File: config.mk
export PLATFORM = sky130hd
export DESIGN_NAME = timer_prescaler_sync
export DESIGN_NICKNAME = d
export VERILOG_FILES = /design/src/rtl/tps_pkg.sv /design/src/rtl/tps_ctrl_reg.sv /design/src/rtl/tps_divider.sv /design/src/rtl/tps_ext_edge.sv /design/src/rtl/tps_clk_sel.sv /design/src/rtl/timer_prescaler_sync.sv
export SDC_FILE = /design/constraint.sdc
export NUM_CORES = 1
export LEC_CHECK = 0
export ABC_AREA = 1
export BUFFER_PORTS_ARGS = -buffer_cell sky130_fd_sc_hd__buf_4
export CAP_MARGIN = 10
export CORE_ASPECT_RATIO = 2
export CORE_UTILIZATION = 40
export CTS_CLUSTER_DIAMETER = 150
export CTS_CLUSTER_SIZE = 25
export DETAILED_ROUTE_END_ITERATION = 8
export HOLD_SLACK_MARGIN = 0.03
export PLACE_DENSITY = 0.66
export SYNTH_ARGS = -nofsm -noshare
export SYNTH_HDL_FRONTEND = slang
export SYNTH_HIERARCHICAL = 1
export SYNTH_SLANG_ARGS = --single-unit
File: constraint.sdc
create_clock -name clk -period 2.7 [get_ports clk]
set_input_delay 0.81 -clock clk [delete_from_list [all_inputs] [get_ports clk]]
set_output_delay 0.81 -clock clk [all_outputs]
set_load 0.03 [all_outputs]
File: src/rtl/tps_pkg.sv
// Package: shared constants, clock-select encoding and divider tap widths
// for the shared timer prescaler. Assumes a divider of at least 10 bits.
package tps_pkg;

    localparam int REG_W     = 8;
    localparam int SYNC_BIT  = 7;
    localparam int CAP_BIT   = 6;
    localparam int RST_BIT   = 0;
    localparam int CSEL_W    = 3;
    localparam int NUM_TAPS  = 4;
    localparam int NUM_TMR   = 2;

    typedef enum logic [CSEL_W-1:0] {
        CS_STOP     = 3'd0,
        CS_DIV1     = 3'd1,
        CS_DIV8     = 3'd2,
        CS_DIV64    = 3'd3,
        CS_DIV256   = 3'd4,
        CS_DIV1024  = 3'd5,
        CS_EXT_FALL = 3'd6,
        CS_EXT_RISE = 3'd7
    } csel_e;

    // Number of low divider bits that must all be one for a tap's terminal count.
    function automatic int tap_width(input int idx);
        case (idx)
            0:       return 3;
            1:       return 6;
            2:       return 8;
            default: return 10;
        endcase
    endfunction

endpackage

File: src/rtl/tps_ctrl_reg.sv
// Control register: sync mode, capture select and prescaler reset.
// With sync mode set, the reset bit is held as written. A write with sync
// mode clear drops the held reset, and a reset bit written alongside it
// becomes a one-cycle pulse that never reads back as 1.
module tps_ctrl_reg
    import tps_pkg::*;
(
    input  logic             clk,
    input  logic             rst_n,
    input  logic             wr_en,
    input  logic [REG_W-1:0] wr_data,
    output logic [REG_W-1:0] rd_data,
    output logic             cap_sel,
    output logic             hold
);

    logic sync_q;
    logic cap_q;
    logic rst_hold_q;
    logic rst_pulse_q;
    logic unused_wr_bits;

    assign unused_wr_bits = ^wr_data;

    // Register update: sticky reset in sync mode, single pulse otherwise.
    always_ff @(posedge clk) begin
        if (!rst_n) begin
            sync_q      <= 1'b0;
            cap_q       <= 1'b0;
            rst_hold_q  <= 1'b0;
            rst_pulse_q <= 1'b0;
        end else if (wr_en) begin
            sync_q      <= wr_data[SYNC_BIT];
            cap_q       <= wr_data[CAP_BIT];
            rst_hold_q  <= wr_data[SYNC_BIT] & wr_data[RST_BIT];
            rst_pulse_q <= ~wr_data[SYNC_BIT] & wr_data[RST_BIT];
        end else begin
            rst_pulse_q <= 1'b0;
        end
    end

    // Read value: defined bits in place, everything else reads zero.
    always_comb begin
        rd_data           = '0;
        rd_data[SYNC_BIT] = sync_q;
        rd_data[CAP_BIT]  = cap_q;
        rd_data[RST_BIT]  = rst_hold_q;
    end

    assign cap_sel = cap_q;
    assign hold    = rst_hold_q | rst_pulse_q;

endmodule

File: src/rtl/tps_divider.sv
// Shared free-running divider. Held at zero while hold is high. Each tap
// pulses for one cycle when its low bits are all ones. Assumes DIV_W >= 10.
module tps_divider
    import tps_pkg::*;
#(
    parameter int DIV_W = 10
) (
    input  logic                clk,
    input  logic                rst_n,
    input  logic                hold,
    output logic [NUM_TAPS-1:0] tick
);

    logic [DIV_W-1:0] cnt_q;

    // Counter: clear on reset or hold, otherwise increment and wrap.
    always_ff @(posedge clk) begin
        if (!rst_n || hold) begin
            cnt_q <= '0;
        end else begin
            cnt_q <= cnt_q + DIV_W'(1);
        end
    end

    // Terminal-count taps, one per divided rate.
    generate
        for (genvar i = 0; i < NUM_TAPS; i++) begin : g_tap
            localparam int TW = tap_width(i);
            assign tick[i] = !hold && (&cnt_q[TW-1:0]);
        end
    endgenerate

endmodule

File: src/rtl/tps_ext_edge.sv
// External clock path: STAGES flip-flops of synchronizer, then a registered
// edge detector. A pin change between clock edges shows up as a one-cycle
// pulse after the third rising clock edge (for STAGES = 2). Assumes
// STAGES >= 2 and a pin half-period longer than one system clock.
module tps_ext_edge #(
    parameter int STAGES = 2
) (
    input  logic clk,
    input  logic rst_n,
    input  logic pin,
    output logic rise_q,
    output logic fall_q
);

    logic [STAGES-1:0] sync_q;
    logic              last_q;

    // Synchronizer shift, previous-level store and edge pulses.
    always_ff @(posedge clk) begin
        if (!rst_n) begin
            sync_q <= '0;
            last_q <= 1'b0;
            rise_q <= 1'b0;
            fall_q <= 1'b0;
        end else begin
            sync_q <= {sync_q[STAGES-2:0], pin};
            last_q <= sync_q[STAGES-1];
            rise_q <= sync_q[STAGES-1] & ~last_q;
            fall_q <= ~sync_q[STAGES-1] & last_q;
        end
    end

endmodule

File: src/rtl/tps_clk_sel.sv
// Per-timer source select: maps a clock-select code onto a divider tap, a
// constant or an external edge. Every source is gated by the prescaler hold.
module tps_clk_sel
    import tps_pkg::*;
(
    input  logic [CSEL_W-1:0]   sel,
    input  logic                hold,
    input  logic [NUM_TAPS-1:0] tick,
    input  logic                rise,
    input  logic                fall,
    output logic                en
);

    logic en_raw;

    // Source decode per clock-select code.
    always_comb begin
        case (csel_e'(sel))
            CS_STOP:     en_raw = 1'b0;
            CS_DIV1:     en_raw = 1'b1;
            CS_DIV8:     en_raw = tick[0];
            CS_DIV64:    en_raw = tick[1];
            CS_DIV256:   en_raw = tick[2];
            CS_DIV1024:  en_raw = tick[3];
            CS_EXT_FALL: en_raw = fall;
            CS_EXT_RISE: en_raw = rise;
            default:     en_raw = 1'b0;
        endcase
    end

    assign en = en_raw & ~hold;

endmodule

File: src/rtl/timer_prescaler_sync.sv
// Top: control register, one shared divider and one external-edge path plus
// source select per timer. Inputs are assumed synchronous to clk, except
// the external pins, which go through the synchronizer.
module timer_prescaler_sync
    import tps_pkg::*;
#(
    parameter int DIV_W       = 10,
    parameter int SYNC_STAGES = 2
) (
    input  logic              clk,
    input  logic              rst_n,
    input  logic              ctl_wr_en,
    input  logic [REG_W-1:0]  ctl_wr_data,
    output logic [REG_W-1:0]  ctl_rd_data,
    output logic              cap_sel,
    input  logic [CSEL_W-1:0] tmr_a_sel,
    input  logic [CSEL_W-1:0] tmr_b_sel,
    input  logic              tmr_a_ext,
    input  logic              tmr_b_ext,
    output logic              tmr_a_tick,
    output logic              tmr_b_tick
);

    logic                hold;
    logic [NUM_TAPS-1:0] tick;
    logic [NUM_TMR-1:0]  ext_pin;
    logic [CSEL_W-1:0]   sel   [NUM_TMR];
    logic [NUM_TMR-1:0]  rise;
    logic [NUM_TMR-1:0]  fall;
    logic [NUM_TMR-1:0]  en;

    assign ext_pin = {tmr_b_ext, tmr_a_ext};
    assign sel[0]  = tmr_a_sel;
    assign sel[1]  = tmr_b_sel;

    tps_ctrl_reg u_ctrl (
        .clk     (clk),
        .rst_n   (rst_n),
        .wr_en   (ctl_wr_en),
        .wr_data (ctl_wr_data),
        .rd_data (ctl_rd_data),
        .cap_sel (cap_sel),
        .hold    (hold)
    );

    tps_divider #(.DIV_W(DIV_W)) u_div (
        .clk   (clk),
        .rst_n (rst_n),
        .hold  (hold),
        .tick  (tick)
    );

    generate
        for (genvar t = 0; t < NUM_TMR; t++) begin : g_tmr
            tps_ext_edge #(.STAGES(SYNC_STAGES)) u_edge (
                .clk    (clk),
                .rst_n  (rst_n),
                .pin    (ext_pin[t]),
                .rise_q (rise[t]),
                .fall_q (fall[t])
            );

            tps_clk_sel u_sel (
                .sel  (sel[t]),
                .hold (hold),
                .tick (tick),
                .rise (rise[t]),
                .fall (fall[t]),
                .en   (en[t])
            );
        end
    endgenerate

    assign tmr_a_tick = en[0];
    assign tmr_b_tick = en[1];

endmodule

## Word-level counts from Yosys, hierarchy flattened

Cells that the tools add are included.

- Equality and inequality tests: 14
- Bitwise operators: 15
- Multiplexer cells: 2
- Reductions and logical operators: 14
- $add $sub $neg: 1

Operators by type and width:

| operator | count |
|---|---|
| 3-bit == test, second input constant | 8 |
| 1-bit one-hot mux with 8 select lines | 2 |
| 3-bit by 2-bit == test with 1-bit output, second input constant | 4 |
| 10-bit by 1-bit adder with 10-bit output, second input constant | 1 |
| 10-bit AND reduction | 1 |
| 1-bit AND | 8 |
| 8-bit AND reduction | 1 |
| 3-bit by 1-bit == test with 1-bit output, second input constant | 2 |
| 3-bit zero test | 2 |
| 1-bit inverter | 6 |
| 6-bit AND reduction | 1 |
| 1-bit logical AND | 4 |
| 3-bit AND reduction | 1 |
| 1-bit zero test | 2 |
| 2-bit AND reduction | 1 |
| 1-bit logical OR | 1 |
| 1-bit bitwise OR | 1 |

- Output and inout bits: 11
- Logic and storage cells: 59
- Flip-flop bits (word level): 24
- Bits of input ports: 19

## Logic depth before layout (Yosys ltp)

- Depth after elaboration: 5
- Mapped depth: 9
- Gate-level depth less buffers: 9

## Modules after synthesis

Netlist, hierarchy kept.

Modules (own cells, without submodules):

| module | area each (um2) | sequential area each (um2) | cells an instance | instances |
|---|---|---|---|---|
| tps_divider | 456.7 | 200.2 | 63 | 1 |
| tps_ext_edge | 136.4 | 100.1 | 14 | 2 |
| tps_ctrl_reg | 206.4 | 80.1 | 26 | 1 |
| tps_clk_sel | 75.1 | 0.0 | 17 | 2 |

## Least setup slack after synthesis

No wires, ideal clock.

- Path type: register -> output
- From: register u_ctrl.rst_hold_q
- To: output tmr_a_tick
- Required time: 1.890 ns
- Path buffers: 0
- Arrival: 1.583 ns
- Stages on the path, launching flop included: 9
- Slack: 0.307 ns
- Cell sequence: dfxtp_1 -> or2_2 -> nor4_1 -> inv_1 -> nand2_1 -> nand3_1 -> nand2_1 -> nand2_1 -> a21oi_2

- Cells in the longest elaborated chain, start to end: 5
- Elaborated cells between the ends (all ways): 9
- Classes of those cells: mux (1); bitwise (3); reduce/logical (5)

Ends and longest elaborated chain:

| what | line | source |
|---|---|---|
| start, declared | tps_ctrl_reg.sv:19 | `logic rst_hold_q;` |
| start signal, assigned | tps_ctrl_reg.sv:35 | `rst_hold_q <= wr_data[SYNC_BIT] & wr_data[RST_BIT];` |
| 1-bit bitwise OR | tps_ctrl_reg.sv:51 | `assign hold = rst_hold_q \| rst_pulse_q;` |
| via hold | timer_prescaler_sync.sv:24 | `logic hold;` |
| 1-bit zero test | tps_divider.sv:29 | `assign tick[i] = !hold && (&cnt_q[TW-1:0]);` |
| 1-bit logical AND | tps_divider.sv:29 |  |
| via tick[2] | timer_prescaler_sync.sv:25 | `logic [NUM_TAPS-1:0] tick;` |
| 1-bit one-hot mux with 8 select lines | tps_clk_sel.sv:18 | `case (csel_e'(sel))` |
| 1-bit AND | tps_clk_sel.sv:31 | `assign en = en_raw & ~hold;` |
| end, declared | timer_prescaler_sync.sv:20 | `output logic tmr_a_tick,` |

The timed path passes the listed nets, and every way through them passes these cells.

## Final worst setup path

- From: register u_div.cnt_q[0]
- To: output tmr_b_tick

- Cells in the longest elaborated chain, start to end: 4
- Elaborated cells between the ends (all ways): 10
- Classes of those cells: mux (1); bitwise (1); reduce/logical (8)

Ends and longest elaborated chain:

| what | line | source |
|---|---|---|
| start, declared | tps_divider.sv:14 | `logic [DIV_W-1:0] cnt_q;` |
| start signal, assigned | tps_divider.sv:21 | `cnt_q <= cnt_q + DIV_W'(1);` |
| 10-bit AND reduction | tps_divider.sv:29 |  |
| 1-bit logical AND | tps_divider.sv:29 |  |
| via tick[3] | timer_prescaler_sync.sv:25 |  |
| 1-bit one-hot mux with 8 select lines | tps_clk_sel.sv:18 |  |
| 1-bit AND | tps_clk_sel.sv:31 |  |
| end, declared | timer_prescaler_sync.sv:21 | `output logic tmr_b_tick` |

The timed path passes the listed nets, and every way through them passes these cells.

==> run metrics <==
sequential-to-total area share from yosys stat 0.442; initial antenna violation count 0; Yosys warning count 6; first-pass GRT wire length 3230 microns; final setup fails 0; peak fanout along the critical path 5; FF-to-FF End u_div/cnt_q[6]$_SDFF_PP0_; Die ar. 2940 sq um; P_leak between 0.6 and 0.7 nW; skew final 0.00196 ns; core area 2570 sq um; xor/xnor share of the synthesized area 0.00806; Net Sw Power 0.000168 W; worst r2r src u_ctrl/rst_hold_q$_SDFFE_PN0P_; WP data required 1.89 ns; clock root cell clkbuf_8; clk buf depth 2; GRT Total Usage 0.156; Die Y between 70 and 80 microns; clock sinks 24; Hold Path Stages 1; vias 935; post-route cell area 1380 sq um; clock-pin slew on the worst setup and hold paths 0.08 ns; Distinct cells, synth 23; CTS tree done; Flop pwr share 0.485; status finished clean; hold_sp g_tmr[1].u_edge/sync_q[1]$_SDFF_PN0_; via/cell ratio between 4 and 5; Syn Area/Cell 7.19 sq um; Total Power 0.000770 W; diode count 0; fin util 0.537; initial core utilization 0.423; internal power 0.000602 W; unrepaired setup endpoints after global routing yes; setup TNS 0 ns; fin crit period 2.59 ns; Slew Limit Fails 0; Area contributors post-synth dfxtp_1 (44%), nand2_1 (16%), inv_1 (6.9%); TritonRoute pass-1 iters 4; reg2reg path depth 6; non-filler cells, final 201; Synth top area share 0.442; placed cell areas 1220 sq um; Port-buffer cells 19; share of cells above drive strength 1 0.266; Post-Syn Area roughly 1100 sq um; R2R setup slack 1.49 ns; combinational fraction of design power 0.121; starting DRC count in detailed routing 25; CTS buffer count 3; Clock power frac 0.394; largest net degree at the start of global routing 15; post-synthesis adder-cell area fraction 0.0230; Synth area leader dfxtp_1; Power per Cell Area 558 nW/um^2; Fin. Hold Viols 0; residual DRC count 0; die width 38.8 microns; post-synthesis simple-gate area fraction 0.326; Hold Path Sink g_tmr[1].u_edge/fall_q$_SDFF_PN0_; cts hold-fix bufs 0; Nets 195; Max VDD drop between 0.3 and 0.4 mV; total gr overflow 0; largest family of logic cells by synthesized area simple AND/OR/NAND/NOR gates; Syn-to-layout area delta 27.0%; post-placement cell count 194; Rows 26; Sw Ratio 0.218; Final ANT Viol Nets 0; Compound-Gate Fraction of Synth Area 0.0622; Tcrit/Tclk final 0.960; hold crit path type flip-flop to flip-flop; vias in the first global route between 800 and 900; #FFs+latches synth 24; RD Place Congestion 0.768; Max Cap Viol 0; IO Count 30; fmax 0.386 GHz; dpl hpwl 1580 microns; mux contribution to synthesized area 0; Critical Path AT 1.78 ns; CP Launch Type flip-flop; Syn Inst Count 151; DR WL/cell 10.1 microns; DRT Wirelength 2030 microns; Crit Path Class flip-flop to output port; Critical Path End Type output port; clk_lat worst skew 0.26 ns; H-tree depth 1
-- cell usage in the layout, fill, tap and decap left out, types with 3 or more instances in the layout --
master,netlist,final
inv_1,20,20
conb_1,1,5
nand3_1,9,8
buf_4,8,20
a21oi_1,6,6
dfxtp_1,24,21
nor2_1,16,15
clkbuf_8,0,3
nor2_4,1,3
nand2_1,45,45
dfxtp_2,0,3
inv_2,3,3
-- registers in the layout, summed over array words and instances (netlist names) --
name / cells
u_div/cnt_q: 10
u_ctrl/sync_q: 1
g_tmr.u_edge/last_q: 2
g_tmr.u_edge/sync_q: 4
g_tmr.u_edge/fall_q: 2
g_tmr.u_edge/rise_q: 2
u_ctrl/rst_pulse_q: 1
u_ctrl/rst_hold_q: 1
u_ctrl/cap_sel: 1
-- per-stage QoR --
stage	hold WS [ns]	setup slack, ns
after floorplan	0.389	0.307
after global placement	0.392	0.166
after detailed placement	0.399	0.144
after CTS	0.413	0.0252
after global routing	0.427	-0.0313
final	0.408	0.107
-- critical path: stages (launching register included) --
cell and delay, ns:
dfxtp_2 0.37, ha_4 0.16, nand3_4 0.10, nor2_4 0.15, nand3_2 0.10, nor2_4 0.11
nand2_1 0.06, nand2_1 0.05, o211ai_1 0.10, a21oi_2 0.17, buf_6 0.14
-- cell type report --
class / instances / area [sq um]
Clock buffer: 3 / 41.3
Clock inverter: 1 / 30.0
Fill cell: 251 / 1190
Inverter: 23 / 86.3
Multi-Input combinational cell: 100 / 529
Sequential cell: 24 / 484
Tap cell: 28 / 35.0
Timing Repair Buffer: 22 / 173
-- synth_stat cells --
cell and count:
nor2_1 16, nand3_2 1, nand3_1 9, or2_2 1
a21oi_2 2, nor3_2 1, buf_4 8, dfxtp_1 24
ha_1 2, nor2_4 1, xor2_1 1, or2_0 1
conb_1 1, a21oi_1 6, nor4_1 1, nand2_2 1
inv_1 20, nor2_2 3, inv_2 3, o211ai_1 2
o21ai_1 1, nor3_1 1, nand2_1 45
-- metal layers --
metal | vias to the layer above | routed length (microns) | global-route usage
li1 | 495 | - | -
met1 | 421 | 752 | 0.143
met2 | 17 | 1220 | 0.309
met3 | 2 | 45 | 0.0175
met4 | 0 | 18 | 0.0805
met5 | - | 0 | 0
-- power groups by stage --
stage	clock, W	sequential [W]	combinational [W]
floorplan	0	0.000380	0.0000581
global placement	0	0.000379	0.0000822
detailed placement	0	0.000380	0.0000857
CTS	0.000313	0.000374	0.0000888
global route	0.000330	0.000375	0.000104
finish	0.000303	0.000374	0.0000929
-- how the worst max path moves through the flow --
| stage | startpoint | end | depth (start not counted) |
|---|---|---|---|
| finish | u_div/cnt_q[0]$_SDFF_PP0_ | tmr_b_tick | 10 |
| global route | u_div/cnt_q[0]$_SDFF_PP0_ | tmr_a_tick | 10 |
| CTS | u_div/cnt_q[0]$_SDFF_PP0_ | tmr_a_tick | 10 |
| detailed placement | u_ctrl/rst_hold_q$_SDFFE_PN0P_ | tmr_b_tick | 9 |
| global placement | u_ctrl/rst_hold_q$_SDFFE_PN0P_ | tmr_a_tick | 9 |
| floorplan | u_ctrl/rst_hold_q$_SDFFE_PN0P_ | tmr_a_tick | 8 |
-- logic make-up (layout without fill, tap and decap cells) --
logic type	Yosys count	count (layout)
simple gates	81	81
fa+ha+maj	2	2
other cells	1	5
flops	24	24
compound gates	11	11
xor+xnor	1	1
buf+inv	31	49
-- timing repair --
item                       CTS  global route
gates resized for setup     10             5
buffers inserted             0             3
setup endpoints to repair    2             2
pin swaps                    2             4
No activity file was read; power rests on OpenSTA's default activity.
